### src/rtl/hb_pkg.sv
package hb_pkg;
   localparam int LEGS = 2;

   typedef struct packed {
      logic hs;
      logic ls;
   } leg_cmd_t;
endpackage

### src/rtl/hb_uvlo.sv
module hb_uvlo (
   input  logic clk,
   input  logic por_n,
   input  logic trip_ok,
   input  logic rel_ok,
   output logic lock_q
);
   always_ff @(posedge clk or negedge por_n) begin
      if (!por_n)
         lock_q <= 1'b1;
      else if (!trip_ok)
         lock_q <= 1'b1;
      else if (rel_ok)
         lock_q <= 1'b0;
   end
endmodule

### src/rtl/hb_leg.sv
module hb_leg
   import hb_pkg::*;
#(
   parameter int DEAD_CYC = 4
) (
   input  logic     clk,
   input  logic     por_n,
   input  logic     hold,
   input  logic     kill,
   input  logic     dir,
   input  logic     low_ok,
   output leg_cmd_t cmd
);
   localparam int DW = (DEAD_CYC > 1) ? $clog2(DEAD_CYC) : 1;

   logic cur_q;
   logic change;
   logic busy;

   assign change = (dir != cur_q);

   generate
      if (DEAD_CYC > 1) begin : g_dead_cnt
         logic [DW-1:0] cnt_q;
         always_ff @(posedge clk or negedge por_n) begin
            if (!por_n)
               cnt_q <= '0;
            else if (hold)
               cnt_q <= '0;
            else if (change)
               cnt_q <= DW'(DEAD_CYC - 1);
            else if (cnt_q != '0)
               cnt_q <= cnt_q - 1'b1;
         end
         assign busy = (cnt_q != '0);
      end else begin : g_dead_one
         assign busy = 1'b0;
      end
   endgenerate

   always_ff @(posedge clk or negedge por_n) begin
      if (!por_n) begin
         cur_q <= 1'b1;
         cmd   <= '0;
      end else if (hold) begin
         cur_q <= 1'b1;
         cmd   <= '0;
      end else begin
         if (change) begin
            cur_q <= dir;
            cmd   <= '0;
         end else if (busy) begin
            cmd   <= '0;
         end else begin
            cmd.hs <= ~cur_q;
            cmd.ls <= cur_q & low_ok;
         end
         if (kill)
            cmd <= '0;
      end
   end
endmodule

### src/rtl/hb_fault.sv
module hb_fault #(
   parameter int GW       = 4,
   parameter int SC_BLANK = 8
) (
   input  logic          clk,
   input  logic          por_n,
   input  logic          hold,
   input  logic          f_short,
   input  logic          f_ocur,
   input  logic          f_otemp,
   input  logic [GW-1:0] gates,
   output logic          trip_now,
   output logic          latched
);
   localparam int BW = $clog2(SC_BLANK + 1) + 1;

   logic short_ok;

   generate
      if (SC_BLANK > 0) begin : g_blank
         logic [GW-1:0] gates_d1;
         logic [BW-1:0] stab_q;
         logic          chg;
         assign chg = (gates != gates_d1);
         always_ff @(posedge clk or negedge por_n) begin
            if (!por_n) begin
               gates_d1 <= '0;
               stab_q   <= '0;
            end else if (hold) begin
               gates_d1 <= '0;
               stab_q   <= '0;
            end else begin
               gates_d1 <= gates;
               if (chg)
                  stab_q <= '0;
               else if (stab_q < BW'(SC_BLANK))
                  stab_q <= stab_q + 1'b1;
            end
         end
         assign short_ok = !chg && (stab_q >= BW'(SC_BLANK));
      end else begin : g_noblank
         assign short_ok = 1'b1;
      end
   endgenerate

   assign trip_now = !hold && (f_ocur || f_otemp || (f_short && short_ok));

   always_ff @(posedge clk or negedge por_n) begin
      if (!por_n)
         latched <= 1'b0;
      else if (hold)
         latched <= 1'b0;
      else if (trip_now)
         latched <= 1'b1;
   end
endmodule

### src/rtl/hb_cmd_decoder.sv
module hb_cmd_decoder
   import hb_pkg::*;
#(
   parameter int DEAD_CYC = 4,
   parameter int SC_BLANK = 8
) (
   input  logic            clk,
   input  logic            por_n,
   input  logic            vdd_trip_ok,
   input  logic            vdd_rel_ok,
   input  logic [LEGS-1:0] dir_sel,
   input  logic            drive_en,
   input  logic            chop_allow,
   input  logic            flt_short,
   input  logic            flt_ocur,
   input  logic            flt_otemp,
   output logic [LEGS-1:0] hs_on,
   output logic [LEGS-1:0] ls_on,
   output logic            fault_n
);
   localparam int GW = 2 * LEGS;

   generate
      if (DEAD_CYC < 1) begin : g_bad_dead
         $error("DEAD_CYC must be at least 1");
      end
      if (SC_BLANK < 0) begin : g_bad_blank
         $error("SC_BLANK must not be negative");
      end
   endgenerate

   logic     lock_q;
   logic     trip_now;
   logic     latched;
   logic     kill;
   logic     low_ok;
   leg_cmd_t cmd [LEGS];

   assign low_ok = drive_en & chop_allow;
   assign kill   = trip_now | latched;

   hb_uvlo u_uvlo (
      .clk     (clk),
      .por_n   (por_n),
      .trip_ok (vdd_trip_ok),
      .rel_ok  (vdd_rel_ok),
      .lock_q  (lock_q)
   );

   generate
      for (genvar i = 0; i < LEGS; i++) begin : g_leg
         hb_leg #(.DEAD_CYC(DEAD_CYC)) u_leg (
            .clk    (clk),
            .por_n  (por_n),
            .hold   (lock_q),
            .kill   (kill),
            .dir    (dir_sel[i]),
            .low_ok (low_ok),
            .cmd    (cmd[i])
         );
         assign hs_on[i] = cmd[i].hs;
         assign ls_on[i] = cmd[i].ls;
      end
   endgenerate

   hb_fault #(.GW(GW), .SC_BLANK(SC_BLANK)) u_fault (
      .clk      (clk),
      .por_n    (por_n),
      .hold     (lock_q),
      .f_short  (flt_short),
      .f_ocur   (flt_ocur),
      .f_otemp  (flt_otemp),
      .gates    ({hs_on, ls_on}),
      .trip_now (trip_now),
      .latched  (latched)
   );

   assign fault_n = ~latched;
endmodule

### config.mk
export PLATFORM = sky130hd
export DESIGN_NAME = hb_cmd_decoder
export DESIGN_NICKNAME = d
export VERILOG_FILES = /design/src/rtl/hb_pkg.sv /design/src/rtl/hb_uvlo.sv /design/src/rtl/hb_leg.sv /design/src/rtl/hb_fault.sv /design/src/rtl/hb_cmd_decoder.sv
export SDC_FILE = /design/constraint.sdc
export NUM_CORES = 1
export LEC_CHECK = 0
export ABC_CLOCK_PERIOD_IN_PS = 2500
export BUFFER_PORTS_ARGS = -buffer_cell sky130_fd_sc_hd__buf_4
export CAP_MARGIN = 40
export CORE_MARGIN = 1
export CORE_UTILIZATION = 45
export CTS_CLUSTER_DIAMETER = 80
export CTS_CLUSTER_SIZE = 25
export DETAILED_ROUTE_END_ITERATION = 8
export PLACE_DENSITY = 0.69
export SLEW_MARGIN = 20
export SYNTH_ARGS = -nofsm -noshare
export SYNTH_HDL_FRONTEND = slang
export SYNTH_HIERARCHICAL = 1
export SYNTH_SLANG_ARGS = --single-unit
### constraint.sdc
create_clock -name clk -period 2.5 [get_ports clk]
set_input_delay 0.5 -clock clk [delete_from_list [all_inputs] [get_ports clk]]
set_output_delay 0.5 -clock clk [all_outputs]
set_load 0.02 [all_outputs]
* Word-level counts from Yosys, hierarchy flattened
Index checks and enable logic that the tools add are counted.
W data, S select, Z words.
** Cells by class
- $lt $le $gt $ge :: 2
- Reductions and logical operators :: 15
- Bitwise operators :: 7
- Mux-type cells :: 26
- Add/subtract/negate cells :: 3
- Equality and inequality tests :: 4
** Operator list (number)
- $mux W2 :: 14
- $mux W5 :: 3
- $reduce_bool A2 Y1 :: 5
- $reduce_bool A3 Y1 :: 3
- $mux W1 :: 8
- $add A5 B1 Y5 const B :: 1
- $ge A5 B4 Y1 const B :: 1
- $lt A5 B4 Y1 const B :: 1
- $mux W4 :: 1
- $ne A4 B4 Y1 :: 1
- $sub A2 B1 Y2 const B :: 2
- $and A1 B1 Y1 :: 3
- $logic_and A1 B1 Y1 :: 3
- $not A1 Y1 :: 3
- $logic_not A1 Y1 :: 2
- $logic_or A1 B1 Y1 :: 2
- $ne A1 B1 Y1 :: 2
- $ne A2 B1 Y1 const B :: 1
- $or A1 B1 Y1 :: 1
** Word-level totals
- Flip-flop bits (word level) :: 21
- Output and inout port bits :: 5
- Logic and storage cells :: 69
- Bits of input ports :: 11

* Depth between registers and ports, before layout
- Depth after elaboration :: 9
- Gate-level depth with buffers :: 6

* Modules after synthesis
Netlist, hierarchy kept.
** By module, submodules not included
- hb_fault :: cells each 40, seq. area each 250.2 sq um, area each 450.4 sq um, times used 1
- hb_leg :: cells each 18, seq. area each 126.4 sq um, area each 217.7 sq um, times used 2
- hb_uvlo :: cells each 3, seq. area each 26.3 sq um, area each 38.8 sq um, times used 1
- hb_cmd_decoder :: cells each 3, seq. area each 0.0 sq um, area each 16.3 sq um, times used 1

* Least setup slack after synthesis
Ideal clock, no wire load.
- Kind :: reg-to-reg
- Start point :: register, netlist name g_leg[0].u_leg/cmd[0]
- End point :: register, netlist name g_leg[0].u_leg/cmd[0]
- Stages on the path, launching flop included :: 7
- Slack :: 0.695 ns
- Arrival time :: 1.683 ns
- Clock period less this slack :: 1.805 ns
- Buffers on the path :: 1
- Path through :: dfrtp_1 xor2_1 or4_1 buf_2 o32ai_1 or2_1 nor3_1
** Between the ends
- Cells in the longest elaborated chain, start to end :: 9
** Ends and longest elaborated chain
- $ne A4 B4 Y1 :: line hb_fault.sv:24 : assign chg = (gates != gates_d1);
- $logic_not A1 Y1 :: line hb_fault.sv:40 : assign short_ok = !chg && (stab_q >= BW'(SC_BLANK));
- $logic_and A1 B1 Y1 :: line hb_fault.sv:40
- $logic_and A1 B1 Y1 :: line hb_fault.sv:46 : assign trip_now = !hold && (f_ocur || f_otemp || (f_short && short_ok));
- $logic_or A1 B1 Y1 :: line hb_fault.sv:46
- $logic_and A1 B1 Y1 :: line hb_fault.sv:46
- named net trip_now :: line hb_cmd_decoder.sv:33 : logic trip_now;
- $or A1 B1 Y1 :: line hb_cmd_decoder.sv:40 : assign kill = trip_now | latched;
- named net kill :: line hb_cmd_decoder.sv:35 : logic kill;
- $mux W2 :: line hb_leg.sv:58 : if (kill)
- $mux W2 :: line hb_leg.sv:45 : end else if (hold) begin
The timed path passes the listed nets, and every way through them passes these cells.
A chain may end at the register's enable or synchronous reset.

* Final worst setup path
- Start point :: register, netlist name g_leg[0].u_leg/cmd[0]
- End point :: register, netlist name g_leg[1].u_leg/cmd[1]
** Between the ends
- Cells in the longest elaborated chain, start to end :: 9
** Ends and longest elaborated chain (line)
- $ne A4 B4 Y1 :: hb_fault.sv:24
- $logic_not A1 Y1 :: hb_fault.sv:40
- $logic_and A1 B1 Y1 :: hb_fault.sv:40
- $logic_and A1 B1 Y1 :: hb_fault.sv:46
- $logic_or A1 B1 Y1 :: hb_fault.sv:46
- $logic_and A1 B1 Y1 :: hb_fault.sv:46
- named net trip_now :: hb_cmd_decoder.sv:33
- $or A1 B1 Y1 :: hb_cmd_decoder.sv:40
- named net kill :: hb_cmd_decoder.sv:35
- $mux W2 :: hb_leg.sv:58
- $mux W2 :: hb_leg.sv:45
The timed path passes the listed nets, and every way through them passes these cells.

==> results.md <==
* Vias at 641
* Multi-input gate area at roughly 380 µm²
* Worst Path Class, Setup: reg -> reg
* Fraction of layout cells with a size suffix above 1 at 26.0%
* Synth area leaders: dfrtp_1 (48%), dfstp_2 (8.4%), xnor2_1 (5.6%)
* CTS tree: yes
* Resize count post-CTS at 0
* Final nets at 115
* Final setup fails at 0
* Placer Congestion at 0.757
* Post-synthesis sequential area ratio at 56.3%
* Mean post-synth cell area at between 10 and 15 µm²
* Htree depth at 1
* Most frequent cell after synthesis: dfrtp_1
* Max stage delay cell, worst path: or4_1
* Minimum period implied by the final worst setup slack at 1.83 ns
* P_leak at 0.520 nW
* Setup WS pre-CTS at 0.692 ns
* CTS buffer count at 3
* Outcome: completed
* Worst Setup End Kind: register
* Syn Nets at 96
* All-Layer GR Usage at 15.5%
* Number of synthesized register bits at 21
* Site Rows at 16
* Seq. cell area at 529 µm²
* Port buffer count at 15
* Layout area overhead at 17.8%
* P_int at around 0.00046 W
* Die height at 47.7 µm
* Post-synthesis mux area share at ~3.5%
* Final hold violations at 0
* Clock power share at between 20% and 30%
* Synth Instances at 82
* CTS Buffer Depth at 2
* Synth Cell Area at 941 µm²
* Die ar. at between 2000 and 2500 µm²
* Clock-pin slew of the registers on the worst-case setup and hold paths at 0.11 ns
* Worst Tran Pin Value at 0.304 ns
* CTS root buf: clkbuf_4
* Die width at 47.7 µm
* Global-route wire length before repair at 2350 µm
* Share of the synthesized area in the top cell type at 47.9%
* Initial antenna violation count at 0
* CP Launch Type: register
* Warnings, synthesis at 6
* Switch Pwr at ~0.00016 W
* Final worst path period share at 73.3%
* Async SR Flop Fraction at 100%
* Largest fanout on the critical path at 7
* Crit-path max cell delay at 0.60 ns
* Max-cap violations at 0
* Setup repair bufs after CTS at 0
* Final WL at 1490 µm
* Crit path arrival time at 2.03 ns
* Post-synthesis compound-gate area fraction at 7.18%
* # clock sinks at 21
* Critical path, cell by cell: xor2_1 > or4_1 > o32ai_1 > or2_1 > nor4_1
* P per Cell Area at 561 nW/µm²
* Adder-cell share of the synthesized area at 3.99%
* Setup TNS at 0 ns
* Hold buffers post-CTS at 0
* Synth Area in XOR/XNOR at 8.38%
* Area share of and/or/nand/nor cells after synthesis at 17.4%
* Core Area at 1960 µm²
* Residual DRC at 0
* Slew Limit Fails at 0
* FILL cells at just under 200
* Wirelength per Cell at 11.7 µm
* GRT Residual Overflow at 0
* Slew headroom at between 70% and 80%
* Clk_skew at 0.000947 ns
* RSZ-0062 raised after global routing: false
* Worst skew pair latency at 0.30 ns
* Ports at 16
* Tightest Hold Check Type: in -> async
* N_diodes at 0
* Post-route ant nets at 0
* Drt pass-1 iters at 4
* Drt first-iter violations at 3
* Comb pwr share at 14.8%
* Reg power frac at 59.6%
* Netlist cell types at 27
* Vias in the first global route at 616
* Final Worst Setup Slack at roughly 0.67 ns
* Initial Util at 48.0%
* Pin count of the biggest net entering global routing at 22
* Synth top cells by count: dfrtp_1 (18), nor3_1 (8), inv_1 (7)
* Main synth FF type: dfrtp_1
* Combinational family with the most area after synthesis: simple AND/OR/NAND/NOR gates
* Data required, critical path at 2.70 ns
* Final HPWL DP at ~1100 µm
* Yosys top cell by area: dfrtp_1
* Post-synth EDFFs at 0
* Peak Freq at 546 MHz
* Max VDD drop at 0.360 mV
* Switching share of power at 25.4%
* Via density at 5.05
==> path summary, 6_finish.rpt <==
path	to	slack, ns	cells after the start	startpoint
max in group asynchronous	u_uvlo/lock_q	2.18	1	por_n
setup / recovery	g_leg[1].u_leg/cmd[1]	0.67	5	g_leg[0].u_leg/cmd[0]
min in group clk	u_uvlo/lock_q	0.31	2	vdd_trip_ok
setup reg to reg	g_leg[1].u_leg/cmd[1]	0.67	5	g_leg[0].u_leg/cmd[0]
hold reg to reg	g_leg[1].u_leg/cmd[0]	0.53	2	g_leg[1].u_leg/cur_q
hold / removal	u_fault/g_blank.gates_d1[3]	0.05	1	por_n
==> state kept, by name, indices dropped and copies added (netlist names) <==
register / cells
u_uvlo/lock_q: 1
u_fault/g_blank.gates_d1: 4
g_leg.u_leg/cur_q: 2
g_leg.u_leg/g_dead_cnt.cnt_q: 4
g_leg.u_leg/cmd: 4
u_fault/g_blank.stab_q: 5
u_fault/latched: 1
==> cells in the final DEF (no fill, tap or decap), types with 2 or more instances in the layout <==
cell type | Yosys | layout
or2_2 | 2 | 2
a21oi_2 | 2 | 2
nor2_1 | 2 | 2
clkbuf_4 | 0 | 3
inv_1 | 7 | 7
nor2b_1 | 6 | 6
xnor2_1 | 6 | 6
dfrtp_1 | 18 | 18
buf_4 | 0 | 15
o32ai_1 | 2 | 2
dfstp_2 | 3 | 3
nor4_1 | 2 | 2
ha_1 | 3 | 3
nor3_1 | 8 | 8
a21oi_1 | 2 | 2
xor2_1 | 3 | 3
nand3_1 | 2 | 2
nand2b_1 | 2 | 2
mux2_1 | 2 | 2
==> logic make-up (layout without fill, tap and decap cells) <==
| group | Yosys count | in the layout |
|---|---|---|
| and+or+nand+nor | 29 | 29 |
| DFF | 21 | 21 |
| AOI/OAI and AO/OA | 9 | 9 |
| xor gates and xnor gates | 9 | 9 |
| buffers and inverters | 8 | 26 |
| adders and majority gates | 3 | 3 |
| muxes | 3 | 3 |
==> worst max-delay path, delay by kind of cell (launching register included) <==
kind / cells / cell delay (ns)
AND/OR/NAND/NOR: 3 / 0.88
flip-flops: 1 / 0.41
AO/OA/AOI/OAI: 1 / 0.29
XOR/XNOR: 1 / 0.15
==> power by group through the flow <==
stage               registers (W)  clock network [W]  logic [W]
global placement         0.000377                  0  0.0000903
finish                   0.000371           0.000159  0.0000919
floorplan                0.000375                  0  0.0000599
CTS                      0.000371           0.000168  0.0000930
global route             0.000374           0.000177   0.000104
detailed placement       0.000377                  0  0.0000924
==> layer usage <==
| layer | part of all wire (%) | global-route usage [%] | vias to the layer above |
|---|---|---|---|
| met2 | 51 | 28.6 | 14 |
| met4 | 1.7 | 8.33 | 0 |
| met1 | 43 | 16.2 | 306 |
| met5 | 0 | 0 | - |
| met3 | 4.1 | 3.40 | 4 |
| li1 | - | - | 317 |
==> per-stage QoR <==
| stage | instances | total power (W) | hold slack (ns) | util (%) | cell area [µm²] |
|---|---|---|---|---|---|
| after floorplan | 82 | 0.000435 | 0.204 | - | 941 |
| after global placement | 123 | 0.000467 | 0.395 | 55.2 | 1080 |
| after detailed placement | 123 | 0.000470 | 0.395 | 55.2 | 1080 |
| after CTS | 127 | 0.000632 | 0.0534 | 56.5 | 1110 |
| after global routing | 127 | 0.000655 | 0.0565 | 56.5 | 1110 |
| final | 127 | 0.000622 | 0.0536 | 56.5 | 1110 |
==> cell type report <==
class	count	area share (%)
well taps	27	3.05
inverters	7	2.37
multi-input cells	53	34.3
repair buffers	15	10.2
clock buffers	4	2.37
flip-flops and latches	21	47.7
Note: power is estimated with default switching activity, not from simulation.
